[src/rtl/pwm_oc_pkg.sv]
package pwm_oc_pkg;

    localparam int ADDR_W = 3;

    typedef enum logic [ADDR_W-1:0] {
        REG_POL  = 3'd0,
        REG_PINV = 3'd1,
        REG_LAT  = 3'd2,
        REG_DIR  = 3'd3,
        REG_CTL  = 3'd4,
        REG_SEL  = 3'd5,
        REG_FCLR = 3'd6,
        REG_CCLR = 3'd7
    } reg_addr_e;

    localparam int CTL_MEN_BIT = 0;
    localparam int CTL_CIE_BIT = 1;

endpackage

[src/rtl/pwm_oc_cfg.sv]
module pwm_oc_cfg
    import pwm_oc_pkg::*;
#(
    parameter int NCH = 4
) (
    input  logic              clk,
    input  logic              rst_n,
    input  logic              wr_en_i,
    input  logic [ADDR_W-1:0] wr_addr_i,
    input  logic [NCH-1:0]    wr_data_i,
    output logic [NCH-1:0]    pol_o,
    output logic [NCH-1:0]    pinv_o,
    output logic [NCH-1:0]    latch_o,
    output logic [NCH-1:0]    dir_o,
    output logic [NCH-1:0]    sel_o,
    output logic              men_o,
    output logic              cie_o,
    output logic [NCH-1:0]    clr_flags_o,
    output logic              clr_common_o
);

    typedef struct packed {
        logic [NCH-1:0] pol;
        logic [NCH-1:0] pinv;
        logic [NCH-1:0] latch;
        logic [NCH-1:0] dir;
        logic [NCH-1:0] sel;
        logic           men;
        logic           cie;
    } cfg_t;

    cfg_t cfg_d, cfg_q;

    always_comb begin
        cfg_d        = cfg_q;
        clr_flags_o  = '0;
        clr_common_o = 1'b0;
        if (wr_en_i) begin
            case (reg_addr_e'(wr_addr_i))
                REG_POL:  cfg_d.pol   = wr_data_i;
                REG_PINV: cfg_d.pinv  = wr_data_i;
                REG_LAT:  cfg_d.latch = wr_data_i;
                REG_DIR:  cfg_d.dir   = wr_data_i;
                REG_CTL: begin
                    cfg_d.men = wr_data_i[CTL_MEN_BIT];
                    cfg_d.cie = wr_data_i[CTL_CIE_BIT];
                end
                REG_SEL:  cfg_d.sel   = wr_data_i;
                REG_FCLR: clr_flags_o  = wr_data_i;
                REG_CCLR: clr_common_o = wr_data_i[0];
                default:  cfg_d = cfg_q;
            endcase
        end
    end

    always_ff @(posedge clk or negedge rst_n) begin
        if (!rst_n) cfg_q <= '0;
        else        cfg_q <= cfg_d;
    end

    assign pol_o   = cfg_q.pol;
    assign pinv_o  = cfg_q.pinv;
    assign latch_o = cfg_q.latch;
    assign dir_o   = cfg_q.dir;
    assign sel_o   = cfg_q.sel;
    assign men_o   = cfg_q.men;
    assign cie_o   = cfg_q.cie;

    AST_POL_HOLD: assert property (@(posedge clk) disable iff (!rst_n)
        !(wr_en_i && wr_addr_i == REG_POL) |=> $stable(pol_o));

endmodule

[src/rtl/pwm_oc_pol_chain.sv]
module pwm_oc_pol_chain #(
    parameter int NCH = 4
) (
    input  logic [NCH-1:0] pwm_i,
    input  logic [NCH-1:0] pol_i,
    input  logic [NCH-1:0] pinv_i,
    input  logic [NCH-1:0] latch_i,
    input  logic [NCH-1:0] dir_i,
    input  logic           men_i,
    output logic [NCH-1:0] pin_o,
    output logic [NCH-1:0] oe_o
);

    for (genvar ch = 0; ch < NCH; ch++) begin : g_ch
        logic stage_pol;
        logic stage_port;
        logic drive_en;

        always_comb begin
            stage_pol  = pwm_i[ch] ^ pol_i[ch];
            stage_port = stage_pol ^ pinv_i[ch];
            drive_en   = men_i & dir_i[ch];
            pin_o[ch]  = drive_en ? (stage_port ^ latch_i[ch]) : latch_i[ch];
        end
    end

    assign oe_o = dir_i;

endmodule

[src/rtl/pwm_oc_irq.sv]
module pwm_oc_irq #(
    parameter int NCH = 4
) (
    input  logic           clk,
    input  logic           rst_n,
    input  logic [NCH-1:0] evt_i,
    input  logic [NCH-1:0] sel_i,
    input  logic           cie_i,
    input  logic [NCH-1:0] clr_flags_i,
    input  logic           clr_common_i,
    input  logic           ack_i,
    output logic [NCH-1:0] flags_o,
    output logic           irq_o
);

    typedef struct packed {
        logic [NCH-1:0] flags;
        logic           common;
    } irq_state_t;

    irq_state_t st_d, st_q;
    logic       gated_evt;

    always_comb begin
        gated_evt     = cie_i && ((evt_i & sel_i) != '0);
        st_d.flags    = (st_q.flags & ~clr_flags_i) | evt_i;
        st_d.common   = (st_q.common & ~clr_common_i) | gated_evt;
    end

    always_ff @(posedge clk or negedge rst_n) begin
        if (!rst_n) st_q <= '0;
        else        st_q <= st_d;
    end

    assign flags_o = st_q.flags;
    assign irq_o   = st_q.common;

    AST_EVT_SETS_FLAG: assert property (@(posedge clk) disable iff (!rst_n)
        (evt_i != '0) |=> ((flags_o & $past(evt_i)) == $past(evt_i)));

    AST_FLAG_STICKY: assert property (@(posedge clk) disable iff (!rst_n)
        ((flags_o & ~clr_flags_i) != '0) |=>
        ((flags_o & $past(flags_o & ~clr_flags_i)) == $past(flags_o & ~clr_flags_i)));

    AST_COMMON_GATED: assert property (@(posedge clk) disable iff (!rst_n)
        $rose(irq_o) |-> $past(cie_i && ((evt_i & sel_i) != '0)));

    AST_ACK_NO_CLEAR: assert property (@(posedge clk) disable iff (!rst_n)
        (irq_o && ack_i && !clr_common_i) |=> irq_o);

    AST_COMMON_REARM: assert property (@(posedge clk) disable iff (!rst_n)
        (cie_i && ((evt_i & sel_i) != '0)) |=> irq_o);

endmodule

[src/rtl/pwm_out_cond.sv]
module pwm_out_cond
    import pwm_oc_pkg::*;
#(
    parameter int NCH = 4
) (
    input  logic              clk,
    input  logic              rst_n,
    input  logic [NCH-1:0]    pwm_i,
    input  logic [NCH-1:0]    evt_i,
    input  logic              wr_en_i,
    input  logic [ADDR_W-1:0] wr_addr_i,
    input  logic [NCH-1:0]    wr_data_i,
    input  logic              ack_i,
    output logic [NCH-1:0]    pin_o,
    output logic [NCH-1:0]    pin_oe_o,
    output logic [NCH-1:0]    ch_flag_o,
    output logic              irq_o
);

    logic [NCH-1:0] pol, pinv, latch, dir, sel, clr_flags;
    logic           men, cie, clr_common;

    pwm_oc_cfg #(.NCH(NCH)) u_cfg (
        .clk          (clk),
        .rst_n        (rst_n),
        .wr_en_i      (wr_en_i),
        .wr_addr_i    (wr_addr_i),
        .wr_data_i    (wr_data_i),
        .pol_o        (pol),
        .pinv_o       (pinv),
        .latch_o      (latch),
        .dir_o        (dir),
        .sel_o        (sel),
        .men_o        (men),
        .cie_o        (cie),
        .clr_flags_o  (clr_flags),
        .clr_common_o (clr_common)
    );

    pwm_oc_pol_chain #(.NCH(NCH)) u_pol (
        .pwm_i   (pwm_i),
        .pol_i   (pol),
        .pinv_i  (pinv),
        .latch_i (latch),
        .dir_i   (dir),
        .men_i   (men),
        .pin_o   (pin_o),
        .oe_o    (pin_oe_o)
    );

    pwm_oc_irq #(.NCH(NCH)) u_irq (
        .clk          (clk),
        .rst_n        (rst_n),
        .evt_i        (evt_i),
        .sel_i        (sel),
        .cie_i        (cie),
        .clr_flags_i  (clr_flags),
        .clr_common_i (clr_common),
        .ack_i        (ack_i),
        .flags_o      (ch_flag_o),
        .irq_o        (irq_o)
    );

    for (genvar ch = 0; ch < NCH; ch++) begin : g_chk
        AST_PIN_CANCEL: assert property (@(posedge clk) disable iff (!rst_n)
            (men && dir[ch] && pol[ch] && pinv[ch] && !latch[ch]) |-> (pin_o[ch] == pwm_i[ch]));

        AST_PIN_IDLE: assert property (@(posedge clk) disable iff (!rst_n)
            !(men && dir[ch]) |-> (pin_o[ch] == latch[ch]));
    end

endmodule

[config.mk]
export PLATFORM = sky130hd
export DESIGN_NAME = pwm_out_cond
export DESIGN_NICKNAME = d
export VERILOG_FILES = /design/src/rtl/pwm_oc_pkg.sv /design/src/rtl/pwm_oc_cfg.sv /design/src/rtl/pwm_oc_pol_chain.sv /design/src/rtl/pwm_oc_irq.sv /design/src/rtl/pwm_out_cond.sv
export SDC_FILE = /design/constraint.sdc
export NUM_CORES = 1
export LEC_CHECK = 0
export BUFFER_PORTS_ARGS = -buffer_cell sky130_fd_sc_hd__buf_4
export CAP_MARGIN = 30
export CORE_MARGIN = 8
export CORE_UTILIZATION = 45
export CTS_CLUSTER_SIZE = 20
export DETAILED_ROUTE_END_ITERATION = 8
export HOLD_SLACK_MARGIN = 0.1
export PLACE_DENSITY = 0.76
export SLEW_MARGIN = 20
export SYNTH_ARGS = -nofsm -noshare
export SYNTH_HDL_FRONTEND = slang
export SYNTH_SLANG_ARGS = --single-unit
[constraint.sdc]
create_clock -name clk -period 0.9 [get_ports clk]
set_input_delay 0.045 -clock clk [delete_from_list [all_inputs] [get_ports clk]]
set_output_delay 0.045 -clock clk [all_outputs]
set_load 0.02 [all_outputs]
# Word level (Yosys, flattened, before mapping)
# Cells that the tools add are included.
# classes
n_mux,8
bitwise_logic,23
eq_ne,7
n_reduce_logical,9
# ops
cell,n
$eq 3x3->1 const B,4
$reduce_and 2->1,6
$xor 1x1->1,12
$and 4x4->4,2
$mux 4,2
$eq 3x2->1 const B,2
$mux 1,6
$and 1x1->1,5
$not 4->4,1
$or 4x4->4,1
$reduce_bool 4->1,1
$eq 3x1->1 const B,1
$logic_not 3->1,1
$logic_and 1x1->1,1
$not 1->1,1
$or 1x1->1,1
# word_totals
inputBits,19
reg_bits,27

# Longest topological paths before layout
# Gate-level depths: netlist (run 1).
# logic_depth
depth_word,6
mapped_depth,3
ltp_nobuf,3

# Cells and area by module
# From an unflattened synthesis (run 1), not the netlist that was laid out.
# hier_totals
hier_cells,92
area_unflattened_um2,1346.3
# by_module_without_submodules
module,cells_per_inst,instances,area_each_um2
pwm_oc_cfg,58,1,963.4
pwm_oc_irq,18,1,202.7
pwm_oc_pol_chain,16,1,180.2

# Least setup slack after synthesis (run 1)
# OpenSTA, ideal clock, no wires.
# synth_timing
kind,register -> output
startpoint,"register u_cfg.cfg_q, in the netlist u_cfg.pol_o[1]"
endpoint,output pin_o[1]
n_path_buf,0
path_stages_with_launch,4
t_arrival_ns,1.192
t_required_ns,0.855
path_slack_ns,-0.337
cell_sequence,dfrtp_1 > xor3_1 > nand3_1 > xnor2_1
# synth_via
elab_chain_cells,4
# synth_rtl
item,line_no,text
"start, declared",pwm_oc_cfg.sv:32,"cfg_t cfg_d, cfg_q;"
"start signal, assigned",pwm_oc_cfg.sv:58,else cfg_q <= cfg_d;
$xor 1x1->1,pwm_oc_pol_chain.sv:20,stage_pol = pwm_i[ch] ^ pol_i[ch];
$xor 1x1->1,pwm_oc_pol_chain.sv:21,stage_port = stage_pol ^ pinv_i[ch];
$xor 1x1->1,pwm_oc_pol_chain.sv:23,pin_o[ch] = drive_en ? (stage_port ^ latch_i[ch]) : latch_i[ch];
$mux 1,pwm_oc_pol_chain.sv:23,
"end, declared",pwm_out_cond.sv:14,"output logic [NCH-1:0] pin_o,"
# Every way passes these cells.

# Worst setup path in the final report (run 1)
# layout_timing
startpoint,"register u_cfg.cfg_q, in the netlist u_cfg.pinv_o[3]"
endpoint,output pin_o[3]
# layout_via
elab_chain_cells,3
# layout_rtl
item,line_no
$xor 1x1->1,pwm_oc_pol_chain.sv:21
$xor 1x1->1,pwm_oc_pol_chain.sv:23
$mux 1,pwm_oc_pol_chain.sv:23
# Every way passes these cells.

==> key figures, run 1 <==
STA
  • FMAX: 617.4 MHz
  • Relative slew slack: 77.49%
  • Measured slew at the worst slew-check pin: 337.6 ps
  • Min Tclk post-route: 1620 ps
  • Worst Setup Slack, final: -719.7 ps
  • Hold Slack: 119.6 ps
  • Setup violations, final: 15
  • Final Hold Fails: 0
  • Skew final: 18.96 ps
  • Period utilisation layout: 180.0%
  • Unrepaired setup endpoints after global routing: yes
  • Final Max Slew Viols: 0

Setup path
  • Req. time, crit path: 850 ps
  • CP top delay family: XOR/XNOR gates
  • Worst R2R Setup Slack: -110 ps
  • Crit. End Element: output port
  • CP Launch Type: flip-flop
  • CP bufs+invs: 1
  • Max stage delay cell, worst path: dfrtp_1
  • Largest stage delay on the critical path: 420 ps
  • Worst-path maximum fanout: 2
  • CP arrival: 1570 ps
  • Crit path kind: flip-flop to output port
  • Cells along the critical path: xor3_1, nand3_2, xnor2_2, buf_4

Drt
  • Via count: 920
  • DR iter-0 viols: 38
  • DR WL met2: 1387 um
  • Final wirelength: 2811 um
  • DRC viols: 0
  • ANT nets after route: 0
  • Met3 WL: 170 um
  • Post-DR vias/cell: 5.318
  • Drt wl/cell: 16.25 um
  • Highest metal used: met4
  • WL met1: 1215 um
  • First-pass DRT Iterations: 4

Clock tree
  • Clock Tree Root: clkbuf_4
  • Total CTS buffers: 3
  • Clock buffer depth: 2
  • CTS tree: built
  • Clk_lat worst skew: 340 ps
  • CTS clk-pin slew, worst paths: 170 ps
  • H-tree depth: 1
  • CTS Sinks: 27

Flow run
  • Max-cap violations: 0

Die
  • Initial Utilization: 46.16%
  • Die span in x: 68.49 um
  • Die Ht: 68.49 um
  • Core Box Area: 2686 um2
  • IO Count: 32
  • Row count: 19
  • Total Die Area: 4691 um2

Global routing
  • Antenna violations before repair: 0
  • Grt ovf: 0
  • Total Routing Usage GR: 13.05%
  • Pin count of the biggest net entering global routing: 28
  • First-pass GRT wire length: 4671 um
  • Vias in the first global route: 1044

Yosys
  • Synthesized flop and latch total: 27
  • EDFF count, synth: 0
  • Top cells by count, synth: dfrtp_1 (27), mux2_2 (22), nand2_1 (6), nand3_1 (5)
  • Most frequent cell after synthesis: dfrtp_1
  • Mapped cell area: 1240 um2
  • Register area share after synthesis: 54.49%
  • Cell count after synthesis: 84
  • Yosys top cell area share: 54.49%
  • Syn nets: 103
  • Post-synth ARST share: 100.0%
  • Cell taking the most area after synthesis: dfrtp_1
  • Yosys warns: 0
  • Avg Cell Area, Syn: 14.76 um2
  • Yosys cell types: 15
  • Main synth FF type: dfrtp_1
  • Synth top area cells: dfrtp_1 (54%), mux2_2 (20%), xor3_1 (7.7%)

Hold path
  • Hold WC Path Type: primary input to async pin

Pwr
  • Worst IR Drop VDD: 1.207 mV
  • Leak: 0.0008670 uW
  • PD cells: 1881 nW/um2

Layout
  • ANT cells: 0
  • Synth-to-layout area growth: 50.45%
  • Register area: 675.6 um2
  • Fill count: 203
  • Layout cells sized above 1: 57.04%
  • Multi-input logic area: 645.6 um2
  • Fin nets: 162

Placed design
  • Detailed Place HPWL: 2050 um
  • GPL Wtd Cong: 0.7133
  • Port Buffers: 30
  • DP Worst Slack: -327.5 ps

Outcome
  • Status: finished, violations left
  • Failing checks: negative setup slack
==> worst register-to-register path: cells and delay by family, from the launching register on <==
family                 cells  cell delay [ps]
flip-flops                 1              420
multiplexers               1              260
buffers and inverters      2              250
==> path summary, 6_finish.rpt <==
path                                  startpoint  cells past startpoint          endpoint
worst max-delay path             u_cfg.pinv_o[3]                      4          pin_o[3]
worst min-delay path                       rst_n                      2    u_cfg.pol_o[3]
worst min register to register  u_irq.flags_o[0]                      1  u_irq.flags_o[0]
worst max register to register   u_cfg.pinv_o[3]                      3   u_cfg.pinv_o[3]
min in group clk                    wr_addr_i[0]                      3       u_cfg.men_o
max in group asynchronous                  rst_n                      2    u_cfg.dir_o[0]
==> cell families (layout without fill, tap and decap cells) <==
| kind of cell | Yosys count | in the layout | synth area share [%] |
|---|---|---|---|
| flops | 27 | 27 | 54.49 |
| mux | 22 | 22 | 19.98 |
| simple gates | 20 | 20 | 10.70 |
| xor+xnor | 8 | 8 | 10.49 |
| compound gates | 7 | 7 | 4.339 |
| buf+inv | 0 | 58 | 0 |
==> area by class of cell <==
class	instances	area share, %
multi-input combinational	57	34.61
timing repair buffer	54	25.42
tap	31	2.079
sequential	27	36.22
clock buffer	3	1.207
clock inverter	1	0.4695
==> power breakdown <==
part,switching (uW),internal [uW]
sequential,191,1440
clock,395,181
combinational,470,831
total,1060,2450
==> routing by layer <==
metal  track usage, %  up-vias
met2            22.30       26
li1                 -      428
met5                0        -
met4            4.859        0
met3            3.554        5
met1            15.31      461
==> what timing repair did <==
action,in CTS,in global routing
gates resized for setup,11,5
pin swaps,0,1
hold buffers,11,0
hold endpoints to repair,54,0
setup buffers,3,5
endpoints found under the setup margin,16,19
==> registers in the layout, summed over array words and instances, names as in the netlist <==
name           count
u_cfg.dir_o        4
u_cfg.sel_o        4
u_cfg.pol_o        4
u_cfg.latch_o      4
u_irq.flags_o      4
u_cfg.pinv_o       4
u_cfg.men_o        1
u_irq.irq_o        1
u_cfg.cie_o        1
==> layout by cell type, fill, tap and decap left out <==
cell / count
buf_6: 11
xnor2_2: 4
dlygate4sd3_1: 11
a22oi_2: 2
a21o_1: 4
nand3_1: 4
nand2b_4: 1
dfrtp_1: 27
nor3b_2: 1
nor3_2: 2
mux2_2: 16
nand2_1: 6
nor3b_4: 1
inv_6: 1
nand4b_1: 2
xor3_1: 4
clkbuf_4: 3
buf_4: 32
mux2_4: 6
and3_1: 1
nand3_2: 1
and4b_1: 1
a22o_1: 1
==> stage by stage <==
| step | util [%] | setup TNS (ps) | instances | power [uW] | cell area (um2) |
|---|---|---|---|---|---|
| 2_1_floorplan | - | -1122 | 84 | 2314 | 1299 |
| 3_3_place_gp | 60.69 | -3936 | 154 | 2738 | 1630 |
| 5_1_grt | 69.45 | -4330 | 173 | 3700 | 1866 |
| 3_5_place_dp | 60.69 | -4502 | 154 | 2787 | 1630 |
| 4_1_cts | 68.42 | -3500 | 172 | 3492 | 1838 |
| 6_report | 69.45 | -3463 | 173 | 3508 | 1866 |
No activity file was read; power rests on OpenSTA's default activity.
==> run 2, diff against run 1 <==
Settings changed: CTS_BUF_LIST from default to sky130_fd_sc_hd__clkbuf_4, PLACE_DENSITY 0.76 to 0.74.
Clock period 0.9 ns to 1.9 ns, I/O delays scaled along.
==> run 2 against run 1 <==
Against the previous run: the flow now finishes without violations; count of clock-buffer cells in the layout unchanged; critical path depth unchanged; total power decreased by 58%; final cell count decreased by 8.7%; die area unchanged; register-to-register slack improved by 970 ps; utilization decreased by 9.1 points; sequential share of layout area increased by 5.4 points; combinational power decreased by 62%; largest power group unchanged; highest routed layer unchanged.
==> key figures, run 2 (synthesis gave the netlist of run 1 again) <==
Clock tree
  • Clock Tree Root: clkbuf_4
  • Number of hold buffers added after cts: 9 (-2)
  • Total CTS buffers: 3 (unchanged)
  • CTS clk-pin slew, worst paths: 140 ps (-30 ps)
  • Clock buffer depth: 2 (unchanged)
  • CTS tree: built
  • CTS Sinks: 27 (unchanged)
  • Clk_lat worst skew: 310 ps (-30 ps)
  • Post-CTS setup buffer count: 0 (-3)
  • Post_cts resized: 0 (-11)
  • H-tree depth: 1 (unchanged)

Global routing
  • Grt ovf: 0 (unchanged)
  • First-pass GRT wire length: 4105 um (-12%)
  • Total Routing Usage GR: 11.55% (-1.5 points)
  • Vias in the first global route: 874 (-16%)
  • Met1 Track Usage GR: 12.28% (-3.0 points)
  • Pin count of the biggest net entering global routing: 28 (unchanged)
  • Antenna violations before repair: 0 (unchanged)
  • Met2 GRT Util: 22.53% (+0.23 points)
  • GRT Max-Usage Layer: met2
  • Met3 Use GR: 2.585% (-0.97 points)

Die
  • Initial Utilization: 46.16% (unchanged)
  • Die span in x: 68.49 um (unchanged)
  • Row count: 19 (unchanged)
  • Total Die Area: 4691 um2 (unchanged)
  • Die Ht: 68.49 um (unchanged)
  • IO Count: 32 (unchanged)
  • Core Box Area: 2686 um2 (unchanged)

Pwr
  • PD cells: 913.3 nW/um2 (-51%)
  • Total chip power: 1481 uW (-58%)
  • Leak: 0.0007217 uW (-17%)
  • Worst IR Drop VDD: 0.6891 mV (-43%)

Setup path
  • Crit path kind: flip-flop to output port
  • CP Launch Type: flip-flop
  • Req. time, crit path: 1800 ps (+950 ps)
  • Cells along the critical path: xor3_1, nand3_1, xnor2_1, buf_4
  • Largest stage delay on the critical path: 410 ps (about the same)
  • CP arrival: 1540 ps (-30 ps)
  • Max stage delay cell, worst path: dfrtp_1
  • Worst-path maximum fanout: 2 (unchanged)
  • Crit. End Element: output port
  • CP bufs+invs: 1 (unchanged)
  • CP top delay family: XOR/XNOR gates

Layout
  • ANT cells: 0 (unchanged)
  • Final core utilization: 60.36% (-9.1 points)
  • Commonest non-fill, non-tap cell in the layout: buf_4
  • Synth-to-layout area growth: 30.78%
  • Commonest cells after routing, fill and taps aside: buf_4 (30), dfrtp_1 (27), mux2_2 (22)
  • Fill count: 220 (+8.4%)
  • Layout cells sized above 1: 47.24% (-9.8 points)
  • Fin nets: 147 (-9.3%)

STA
  • Skew final: 1.576 ps (-17.39 ps)
  • Measured slew at the worst slew-check pin: 407.5 ps (+69.87 ps)
  • Unrepaired setup endpoints after global routing: no
  • Final Max Slew Viols: 0 (unchanged)
  • Setup violations, final: 0 (-15)
  • Worst Setup Slack, final: 267.8 ps (+987.5 ps)
  • FMAX: 612.7 MHz
  • Setup tns final: 0 ps (+3463 ps)
  • Period utilisation layout: 85.91%
  • Final Hold Fails: 0 (unchanged)
  • Min Tclk post-route: 1632 ps
  • Relative slew slack: 72.71% (-4.8 points)

Drt
  • DRC viols: 0 (unchanged)
  • Final wirelength: 2557 um (-9.0%)
  • Post-DR vias/cell: 5.203 (-2.2%)
  • First-pass DRT Iterations: 5 (+1)
  • ANT nets after route: 0 (unchanged)
  • DR iter-0 viols: 29 (-24%)
  • Via count: 822 (-11%)
  • Drt wl/cell: 16.18 um (-0.40%)

Hold path
  • Hold WC Path Type: primary input to flip-flop

Flow run
  • Max-cap violations: 0 (unchanged)

Placed design
  • DP Worst Slack: 579.1 ps (+906.6 ps)
  • Port Buffers: 30 (unchanged)
  • Detailed Place HPWL: 1949 um (-4.9%)
  • GPL Wtd Cong: 0.7570 (+6.1%)

Outcome
  • Status: complete, no violations
[run 2: cell count changes in the layout (fill, tap and decap cells not counted), sizes merged]
cell         previous run  this run
inv                     1         0
buf                    43        30
dlygate4sd3            11         9
clkinv                  0         1
[run 2: worst register-to-register path, stage by stage (launching register included)]
cell and delay [ps]:
dfrtp_1 410, a22oi_1 220, nand2_1 90, a22o_1 220
[run 2: layout make-up]
class	count	area (um2)	share of cell area, %
sequential	27	675.6	41.67
multi-input combinational	57	564.3	34.80
timing repair buffer	39	315.3	19.44
tap	31	38.79	2.392
clock buffer	3	22.52	1.389
clock inverter	1	5.005	0.3086
[run 2: path summary, 6_finish.rpt]
check                            startpoint               end  slack (ps)  depth (start not counted)
max                          u_cfg.pol_o[1]          pin_o[1]         270                          4
min                            wr_addr_i[0]       u_irq.irq_o         140                          3
max reg2reg                  u_cfg.sel_o[0]       u_irq.irq_o         860                          3
min reg2reg                u_irq.flags_o[1]  u_irq.flags_o[1]         510                          1
max in group asynchronous             rst_n  u_cfg.latch_o[2]        1440                          2
min in group asynchronous             rst_n    u_cfg.sel_o[3]         200                          2
[run 2: report_power, final]
group,leakage [uW],internal (uW),switching [uW]
registers,0.000309,682,71.1
clock network,0.0000177,78.5,160
logic,0.000395,288,201
[run 2: per-stage QoR]
stage | instances | hold WS (ps) | cell area, um2
after floorplan | 84 | -200.6 | 1240
after global placement | 145 | 20.24 | 1504
after detailed placement | 145 | 23.68 | 1504
after CTS | 158 | 139.9 | 1622
after global routing | 158 | 151.5 | 1622
final | 158 | 137.8 | 1622
[run 2: layer usage]
layer / vias to the layer above / share of wire [%]
li1: 391 / -
met1: 418 / 40
met2: 11 / 57
met3: 2 / 2.5
met4: 0 / 0.63
met5: - / 0
